===== config.mk =====
export PLATFORM = sky130hd
export DESIGN_NAME = sw_event_ctrl
export DESIGN_NICKNAME = d
export VERILOG_FILES = /design/src/rtl/swev_pkg.sv /design/src/rtl/swev_debounce.sv /design/src/rtl/swev_edge_bank.sv /design/src/rtl/swev_ctrl.sv /design/src/rtl/sw_event_ctrl.sv
export SDC_FILE = /design/constraint.sdc
export NUM_CORES = 1
export LEC_CHECK = 0
export BUFFER_PORTS_ARGS = -buffer_cell sky130_fd_sc_hd__buf_2
export CAP_MARGIN = 20
export CORE_MARGIN = 2
export CORE_UTILIZATION = 49
export DETAILED_ROUTE_END_ITERATION = 12
export PLACE_DENSITY_LB_ADDON = 0.12
export SLEW_MARGIN = 20
export SYNTH_ARGS = -nofsm -noshare
export SYNTH_HDL_FRONTEND = slang
export SYNTH_SLANG_ARGS = --single-unit
export TNS_END_PERCENT = 1

===== constraint.sdc =====
create_clock -name clk_i -period 1.9 [get_ports clk_i]
set_clock_uncertainty 0.05 [all_clocks]
set_input_delay 0.095 -clock clk_i [delete_from_list [all_inputs] [get_ports clk_i]]
set_output_delay 0.095 -clock clk_i [all_outputs]
set_load 0.01 [all_outputs]

===== src/rtl/swev_pkg.sv =====
package swev_pkg;
  typedef enum logic [1:0] {
    ACT_NONE    = 2'd0,
    ACT_SUSPEND = 2'd1,
    ACT_WAKE    = 2'd2,
    ACT_TOGGLE  = 2'd3
  } swev_act_e;
endpackage


===== src/rtl/swev_debounce.sv =====
module swev_debounce #(
  parameter int DEB_CYCLES = 512
) (
  input  logic clk_i,
  input  logic rst_ni,
  input  logic lvl_i,
  output logic lvl_o
);
  localparam int CW = (DEB_CYCLES > 2) ? $clog2(DEB_CYCLES) : 1;
  localparam logic [CW-1:0] LIMIT = CW'(DEB_CYCLES - 1);

  logic [CW-1:0] cnt_q;
  logic          lvl_q;

  always_ff @(posedge clk_i or negedge rst_ni) begin
    if (!rst_ni) begin
      cnt_q <= '0;
      lvl_q <= 1'b1;
    end else if (lvl_i == lvl_q) begin
      cnt_q <= '0;
    end else if (cnt_q == LIMIT) begin
      cnt_q <= '0;
      lvl_q <= lvl_i;
    end else begin
      cnt_q <= cnt_q + 1'b1;
    end
  end

  assign lvl_o = lvl_q;

  AST_DEB_WINDOW: assert property (@(posedge clk_i) disable iff (!rst_ni)
    !$stable(lvl_q) |-> $past(cnt_q) == LIMIT);
endmodule


===== src/rtl/swev_edge_bank.sv =====
module swev_edge_bank #(
  parameter int NPINS = 8
) (
  input  logic             clk_i,
  input  logic             rst_ni,
  input  logic [NPINS-1:0] evt_i,
  input  logic [NPINS-1:0] pol_i,
  input  logic             btn_en_i,
  input  logic             deb_lvl_i,
  output logic             btn_sync_o,
  output logic [NPINS-1:0] hit_o
);
  logic [NPINS-1:0] s1_q, s2_q, prev_q, lvl;

  always_ff @(posedge clk_i or negedge rst_ni) begin
    if (!rst_ni) begin
      s1_q   <= '1;
      s2_q   <= '1;
      prev_q <= '1;
    end else begin
      s1_q   <= evt_i;
      s2_q   <= s1_q;
      prev_q <= lvl;
    end
  end

  for (genvar i = 0; i < NPINS; i++) begin : g_pin
    logic rise, fall;
    if (i == NPINS - 1) begin : g_btn
      assign lvl[i]   = btn_en_i ? deb_lvl_i : s2_q[i];
      assign rise     = lvl[i] & ~prev_q[i];
      assign fall     = ~lvl[i] & prev_q[i];
      assign hit_o[i] = btn_en_i ? fall : (pol_i[i] ? rise : fall);
    end else begin : g_plain
      assign lvl[i]   = s2_q[i];
      assign rise     = lvl[i] & ~prev_q[i];
      assign fall     = ~lvl[i] & prev_q[i];
      assign hit_o[i] = pol_i[i] ? rise : fall;
    end
  end

  assign btn_sync_o = s2_q[NPINS-1];
endmodule


===== src/rtl/swev_ctrl.sv =====
module swev_ctrl
  import swev_pkg::*;
#(
  parameter int NPINS = 8
) (
  input  logic               clk_i,
  input  logic               rst_ni,
  input  logic [NPINS-1:0]   hit_i,
  input  logic [2*NPINS-1:0] act_i,
  input  logic [NPINS-1:0]   ien_i,
  input  logic               btn_en_i,
  input  logic               route_i,
  input  logic [NPINS-1:0]   clr_i,
  output logic               susp_req_o,
  output logic               wake_req_o,
  output logic               wake_o,
  output logic               smi_o,
  output logic               alert_n_o,
  output logic [NPINS-1:0]   status_o
);
  swev_act_e        act_eff [NPINS];
  logic [NPINS-1:0] want_s, want_w;
  logic [NPINS-1:0] status_q;
  logic             awake_q, go_s, go_w, irq;

  for (genvar i = 0; i < NPINS; i++) begin : g_act
    if (i == NPINS - 1) begin : g_btn
      assign act_eff[i] = btn_en_i ? ACT_TOGGLE : swev_act_e'(act_i[2*i +: 2]);
    end else begin : g_plain
      assign act_eff[i] = swev_act_e'(act_i[2*i +: 2]);
    end
    assign want_s[i] = hit_i[i] & ((act_eff[i] == ACT_SUSPEND) | (act_eff[i] == ACT_TOGGLE));
    assign want_w[i] = hit_i[i] & ((act_eff[i] == ACT_WAKE)    | (act_eff[i] == ACT_TOGGLE));

    AST_STATUS_STICKY: assert property (@(posedge clk_i) disable iff (!rst_ni)
      $past(status_q[i] && !clr_i[i]) |-> status_q[i]);
  end

  assign go_s = awake_q & (|want_s);
  assign go_w = ~awake_q & (|want_w);

  always_ff @(posedge clk_i or negedge rst_ni) begin
    if (!rst_ni) begin
      status_q   <= '0;
      awake_q    <= 1'b0;
      susp_req_o <= 1'b0;
      wake_req_o <= 1'b0;
    end else begin
      status_q   <= (status_q & ~clr_i) | hit_i;
      susp_req_o <= go_s;
      wake_req_o <= go_w;
      if (go_s)      awake_q <= 1'b0;
      else if (go_w) awake_q <= 1'b1;
    end
  end

  assign irq       = |(status_q & ien_i);
  assign smi_o     = irq & ~route_i;
  assign alert_n_o = ~(irq & route_i);
  assign wake_o    = awake_q;
  assign status_o  = status_q;

  AST_SUSP_MOVES: assert property (@(posedge clk_i) disable iff (!rst_ni)
    susp_req_o |-> !wake_o && $past(awake_q));
  AST_WAKE_MOVES: assert property (@(posedge clk_i) disable iff (!rst_ni)
    wake_req_o |-> wake_o && !$past(awake_q));
  AST_ONE_REQUEST: assert property (@(posedge clk_i) disable iff (!rst_ni)
    !(susp_req_o && wake_req_o));
  AST_ONE_ROUTE: assert property (@(posedge clk_i) disable iff (!rst_ni)
    !(smi_o && !alert_n_o));
endmodule


===== src/rtl/sw_event_ctrl.sv =====
module sw_event_ctrl #(
  parameter int NPINS      = 8,
  parameter int DEB_CYCLES = 512
) (
  input  logic               clk_i,
  input  logic               rst_ni,
  input  logic [NPINS-1:0]   evt_i,
  input  logic [NPINS-1:0]   pol_i,
  input  logic [2*NPINS-1:0] act_i,
  input  logic [NPINS-1:0]   ien_i,
  input  logic               btn_en_i,
  input  logic               route_i,
  input  logic [NPINS-1:0]   clr_i,
  output logic               susp_req_o,
  output logic               wake_req_o,
  output logic               wake_o,
  output logic               smi_o,
  output logic               alert_n_o,
  output logic [NPINS-1:0]   status_o
);
  logic             btn_sync, deb_lvl;
  logic [NPINS-1:0] hit;

  swev_edge_bank #(.NPINS(NPINS)) u_edges (
    .clk_i(clk_i), .rst_ni(rst_ni), .evt_i(evt_i), .pol_i(pol_i),
    .btn_en_i(btn_en_i), .deb_lvl_i(deb_lvl), .btn_sync_o(btn_sync), .hit_o(hit)
  );

  swev_debounce #(.DEB_CYCLES(DEB_CYCLES)) u_deb (
    .clk_i(clk_i), .rst_ni(rst_ni), .lvl_i(btn_sync), .lvl_o(deb_lvl)
  );

  swev_ctrl #(.NPINS(NPINS)) u_ctrl (
    .clk_i(clk_i), .rst_ni(rst_ni), .hit_i(hit), .act_i(act_i), .ien_i(ien_i),
    .btn_en_i(btn_en_i), .route_i(route_i), .clr_i(clr_i),
    .susp_req_o(susp_req_o), .wake_req_o(wake_req_o), .wake_o(wake_o),
    .smi_o(smi_o), .alert_n_o(alert_n_o), .status_o(status_o)
  );
endmodule


== After elaboration in Yosys (flattened, before gate mapping) ==
Cells that the tools add are included.

* Bits in registers: 45
* Input bits: 52
* Word-level logic and storage cells: 132

* Add/subtract/negate cells: 1
* Equality and inequality tests: 26
* Multiplexer cells: 15
* Bitwise logic cells: 76
* Reductions and logical operators: 5

{| class="wikitable"
|+ Operators with widths
! operator !! number
|-
| $and 1x1->1 || 36
|-
| $eq 2x2->1 const B || 16
|-
| $reduce_or 8->1 || 3
|-
| $not 1->1 || 20
|-
| $mux 9 || 2
|-
| $and 8x8->8 || 2
|-
| $eq 2x1->1 const B || 8
|-
| $or 1x1->1 || 16
|-
| $mux 1 || 12
|-
| $add 9x1->9 const B || 1
|-
| $eq 9x9->1 const B || 1
|-
| $not 8->8 || 1
|-
| $or 8x8->8 || 1
|-
| $mux 2 || 1
|-
| $reduce_and 2->1 || 1
|-
| $reduce_bool 2->1 || 1
|-
| $eq 1x1->1 || 1
|}

== Depth between registers and ports, before layout ==
* Depth after elaboration: 10
* Mapped depth: 7

== By module ==
Synthesis repeated with hierarchy kept, for this count alone.

* Cells, all modules: 139
* Area total of the unflattened synthesis: 1762.9 µm²

{| class="wikitable"
|+ Modules (own cells, without submodules)
! module !! times used !! cells an instance !! area an instance (µm²) !! sequential area each (µm²)
|-
| swev_edge_bank || 1 || 50 || 799.5 || 630.6
|-
| swev_ctrl || 1 || 46 || 509.2 || 275.3
|-
| swev_debounce || 1 || 43 || 454.2 || 251.5
|}

== Worst setup path after synthesis ==
OpenSTA, ideal clock, no wires.

* Path type: flip-flop to flip-flop
* Start: register u_deb.lvl_q (netlist: u_deb.lvl_o)
* End: register u_ctrl.awake_q (netlist: u_ctrl.wake_o)
* Arrival: 1.508 ns
* Data required time: 1.712 ns
* Setup slack: 0.203 ns
* Stages on the path, launching flop included: 6
* Buffers on the path: 0
* Cells stage by stage: dfstp_2 -> and3b_1 -> a311oi_2 -> o2111ai_1 -> a2111oi_2 -> mux2i_1

* Word-level cells in the longest chain between the ends: 9

{| class="wikitable"
|+ RTL lines
! element !! RTL line !! RTL
|-
| start, declared || swev_debounce.sv:13 || <nowiki>logic lvl_q;</nowiki>
|-
| start signal, assigned || swev_debounce.sv:23 || <nowiki>lvl_q <= lvl_i;</nowiki>
|-
| $mux 1 * || swev_edge_bank.sv:30 || <nowiki>assign lvl[i] = btn_en_i ? deb_lvl_i : s2_q[i];</nowiki>
|-
| $not 1->1 || swev_edge_bank.sv:32 || <nowiki>assign fall = ~lvl[i] & prev_q[i];</nowiki>
|-
| $and 1x1->1 || swev_edge_bank.sv:32 ||
|-
| $mux 1 || swev_edge_bank.sv:33 || <nowiki>assign hit_o[i] = btn_en_i ? fall : (pol_i[i] ? rise : fall);</nowiki>
|-
| $mux 1 * || swev_edge_bank.sv:33 ||
|-
| $and 1x1->1 (on tied branches) || swev_ctrl.sv:32, swev_ctrl.sv:33 ||
|-
| $reduce_or 8->1 (on tied branches) || swev_ctrl.sv:39, swev_ctrl.sv:40 ||
|-
| $and 1x1->1 (on tied branches) || swev_ctrl.sv:39, swev_ctrl.sv:40 ||
|-
| $mux 1 or $reduce_bool 2->1 (tied branches) || - ||
|-
| end signal, assigned || swev_ctrl.sv:45 || <nowiki>awake_q <= 1'b0;</nowiki>
|-
| end signal, assigned || swev_ctrl.sv:52 || <nowiki>if (go_s) awake_q <= 1'b0;</nowiki>
|-
| end signal, assigned || swev_ctrl.sv:53 || <nowiki>else if (go_w) awake_q <= 1'b1;</nowiki>
|-
| end, declared || swev_ctrl.sv:24 || <nowiki>logic awake_q, go_s, go_w, irq;</nowiki>
|}

Mark *: on every way between the ends. The rest lies on a longest branch, timed or not.
A chain may end at the register's enable or synchronous reset.

== Worst setup path after layout ==
* Start: register u_edges.prev_q[6]
* End: register u_ctrl.susp_req_o

* Word-level cells in the longest chain between the ends: 6

{| class="wikitable"
|+ RTL lines
! element !! RTL line !! RTL
|-
| start, declared || swev_edge_bank.sv:13 || <nowiki>logic [NPINS-1:0] s1_q, s2_q, prev_q, lvl;</nowiki>
|-
| start signal, assigned || swev_edge_bank.sv:23 || <nowiki>prev_q <= lvl;</nowiki>
|-
| $not 1->1 || swev_edge_bank.sv:36 || <nowiki>assign rise = lvl[i] & ~prev_q[i];</nowiki>
|-
| $and 1x1->1 || swev_edge_bank.sv:36 ||
|-
| $mux 1 * || swev_edge_bank.sv:38 || <nowiki>assign hit_o[i] = pol_i[i] ? rise : fall;</nowiki>
|-
| $and 1x1->1 * || swev_ctrl.sv:32 || <nowiki>assign want_s[i] = hit_i[i] & ((act_eff[i] == ACT_SUSPEND) | (act_eff[i] == ACT_TOGGLE));</nowiki>
|-
| $reduce_or 8->1 * || swev_ctrl.sv:39 || <nowiki>assign go_s = awake_q & (|want_s);</nowiki>
|-
| $and 1x1->1 * || swev_ctrl.sv:39 ||
|-
| via u_ctrl.go_s || swev_ctrl.sv:24 ||
|-
| end signal, assigned || swev_ctrl.sv:50 || <nowiki>susp_req_o <= go_s;</nowiki>
|-
| end, declared || swev_ctrl.sv:14 || <nowiki>output logic susp_req_o,</nowiki>
|}

The timed path passes the listed nets; every way through them passes the cells marked *.

==> results.json <==
{
  "r2r-start": "u_edges.prev_q[6]",
  "synth-seq-area-share": 0.629,
  "r2r_cells": 5,
  "place.gp.congestion": 0.769,
  "whs_ps": 6.92,
  "root_buffer": "clkbuf_8",
  "crit_chain": "and3b_1 > o21ai_0 > o2111ai_1 > nand4b_1 > and2_1",
  "hpwl_mm": 2.84,
  "port_buffers": 64,
  "status": "finished clean",
  "synth_ff_type": "dfstp_2",
  "ff_latch_area_um2": 1160,
  "criticalPathCategory": "reg -> reg",
  "slew_headroom": 0.748,
  "drt_iter0_drc": 55,
  "grt_antenna_before_repair": 0,
  "critPathMaxFanout": 2,
  "finalSetupViolCount": 0,
  "fp.dieW_um": 65.3,
  "placed_cells": 263,
  "area_growth_pct": 35.1,
  "grt_pass1_vias": 1408,
  "cp.depth": 5,
  "coreArea_um2": 3630,
  "multi_input_area_um2": 629,
  "fin_cells": 284,
  "clock_latency_ps": 300,
  "cts_inserted_buffers": 5,
  "slowest_stage": "dfstp_2",
  "cts_tree": "yes",
  "peakVddDrop_mv": 0.545,
  "period_share": 0.944,
  "ff2ff_setup_slack_ps": 110,
  "drive_above_1_share": 0.445,
  "nets": 289,
  "synthesis.nets": 203,
  "min_from": "clr_i[1]",
  "cpPeakStageDelay_ps": 530,
  "htree_levels": 2,
  "max-clock-path-buffers": 2,
  "ant_nets": 0,
  "crit_family": "simple AND/OR/NAND/NOR gates",
  "nFillCells": 303,
  "synth_edf_count": 0,
  "crit_arrival_ps": 1940,
  "ys_warn_count": 0,
  "hold_depth": 3,
  "hold_path_class": "in -> reg",
  "leakagePower_nw": 1.24,
  "crit_buf_inv": 0,
  "max_freq_mhz": 557,
  "drt-pass1-iter-count": 4,
  "wire_per_inst_um": 13.3,
  "clkTransAtPathRegs_ps": 90,
  "start_util": 0.506,
  "tightest_slew_ps": 378,
  "end_kind": "register",
  "hold_path_end": "u_ctrl.status_o[1]",
  "setup_tns_ps": 0,
  "num_antenna_cells": 0,
  "startpoint": "u_edges.prev_q[6]",
  "ys_ff_latch": 45,
  "final_util": 0.684,
  "maxCapViolCount": 0,
  "dr_total_vias": 1405,
  "period_minus_slack_ps": 1790,
  "synth-async-reset-ratio": 1.00,
  "netlist_area_um2": 1840,
  "synthCells": 149,
  "die_area_um2": 4260,
  "ctsResizeCount": 0,
  "synth_cell_types": 38,
  "worstPathRequired_ps": 2050,
  "grt_pass1_wl_mm": 6.20,
  "grt_start_max_net_pins": 19,
  "grt.total_usage": 0.196,
  "drc_errors": 0,
  "fp-row-count": 22,
  "power.density_nw_per_um2": 850,
  "io_pins": 65,
  "final_max_slew_viol_count": 0,
  "overflow": 0,
  "dieHeight_um": 65.3,
  "worstSetupStartpointType": "register",
  "vias_per_cell": 4.95,
  "synth.avg_cell_area_um2": 12.3,
  "rsz0062_at_grt": "false",
  "hold_viol_final": 0,
  "rr_endpoint": "u_ctrl.susp_req_o",
  "cts.sinks": 45,
  "wirelength_mm": 3.79
}
-- registers in the layout, indices dropped and copies added, names as in the netlist --
register and cells:
u_deb.cnt_q 9, u_ctrl.status_o 8, u_edges.s1_q 8, u_deb.lvl_o 1, u_edges.s2_q 8, u_ctrl.wake_o 1, u_edges.prev_q 8, u_ctrl.wake_req_o 1
u_ctrl.susp_req_o 1
-- power breakdown --
group | internal, mW | total, mW | leakage (nW) | switching [mW]
clock network | 0.401 | 0.732 | 0.0591 | 0.332
logic | 0.150 | 0.284 | 0.657 | 0.134
registers | 1.05 | 1.10 | 0.521 | 0.0479
-- routing by layer --
layer	GRT usage	routed length, um	vias to the layer above
met2	0.333	1890	51
met4	0.0859	94	0
met3	0.0582	248	10
met5	0	0	-
met1	0.229	1560	651
li1	-	-	693
-- cell usage in the layout, fill, tap and decap left out, types with 2 or more instances in the layout --
cell / netlist / routed
nand3_1: 2 / 2
nor2_1: 13 / 13
buf_2: 0 / 64
dlygate4sd3_1: 0 / 13
o21ai_1: 2 / 2
and2_1: 2 / 2
inv_6: 0 / 2
nand2_1: 6 / 6
xnor2_1: 3 / 3
clkbuf_8: 0 / 5
and3_1: 3 / 3
o2111ai_1: 2 / 2
inv_1: 13 / 13
xor2_1: 3 / 3
dfstp_2: 25 / 25
o21ai_0: 7 / 7
o22ai_1: 2 / 2
nor3b_1: 4 / 4
and3b_1: 6 / 6
buf_4: 0 / 3
dfrtp_1: 20 / 20
a21oi_1: 4 / 4
nand2b_1: 3 / 3
a211o_1: 2 / 2
a21o_1: 2 / 2
nor2b_1: 2 / 2
a22oi_1: 5 / 5
ha_1: 2 / 2
mux2_2: 2 / 2
-- how the worst max path moves through the flow --
stage and endpoint:
3_5_place_dp u_ctrl.wake_o, 6_report u_ctrl.susp_req_o, 3_3_place_gp u_ctrl.wake_o, 4_1_cts u_ctrl.wake_o
5_1_grt u_ctrl.wake_o, 2_1_floorplan u_ctrl.wake_o
-- layout make-up --
class	count	share of cell area
clock inverters	3	0.0191
repair buffers	80	0.190
flip-flops and latches	45	0.466
multi-input cells	90	0.253
inverters	13	0.0196
well taps	48	0.0242
clock buffers	5	0.0277
-- cell families after synthesis --
kind of cell	Yosys count	synth area share
DFF	45	0.629
AOI/OAI and AO/OA	30	0.116
muxes	3	0.0177
and+or+nand+nor	49	0.167
xor gates and xnor gates	6	0.0286
buffers and inverters	14	0.0286
adders and majority gates	2	0.0136
-- repair_timing --
action                                  CTS  global route
hold endpoints to repair                 39             0
endpoints found under the setup margin    0             1
setup buffers                             0             0
hold buffers                             13             0
-- synthesized netlist by cell type, drive strengths merged (2+ instances only) --
| cell type | n | share of area |
|---|---|---|
| nand2 | 6 | 0.012 |
| dfrtp | 20 | 0.27 |
| o2111ai | 2 | 0.0095 |
| inv | 13 | 0.027 |
| ha | 2 | 0.014 |
| nand3 | 2 | 0.0054 |
| o21ai | 9 | 0.024 |
| a21o | 2 | 0.0082 |
| and3 | 3 | 0.010 |
| nor4bb | 2 | 0.019 |
| xnor2 | 3 | 0.014 |
| mux2 | 2 | 0.012 |
| nor2 | 13 | 0.027 |
| nand2b | 3 | 0.010 |
| nor2b | 2 | 0.0068 |
| and2 | 2 | 0.0068 |
| nor3b | 4 | 0.016 |
| and3b | 6 | 0.029 |
| xor2 | 3 | 0.014 |
| a22oi | 5 | 0.020 |
| o22ai | 2 | 0.0068 |
| a21oi | 4 | 0.011 |
| a211o | 2 | 0.0095 |
| dfstp | 25 | 0.36 |
-- tightest hold or removal path, cell delays in order --
cell and delay (ps):
buf_2 90, inv_1 40, a21o_1 100
-- stage by stage --
step	cell area, um2	setup slack (ps)	power, mW
floorplan	1840	203	1.22
global placement	2240	143	1.36
detailed placement	2240	80.6	1.38
CTS	2480	55.0	2.14
global route	2480	60.5	2.23
finish	2480	105	2.11
Power figures use the tool's default switching activity.
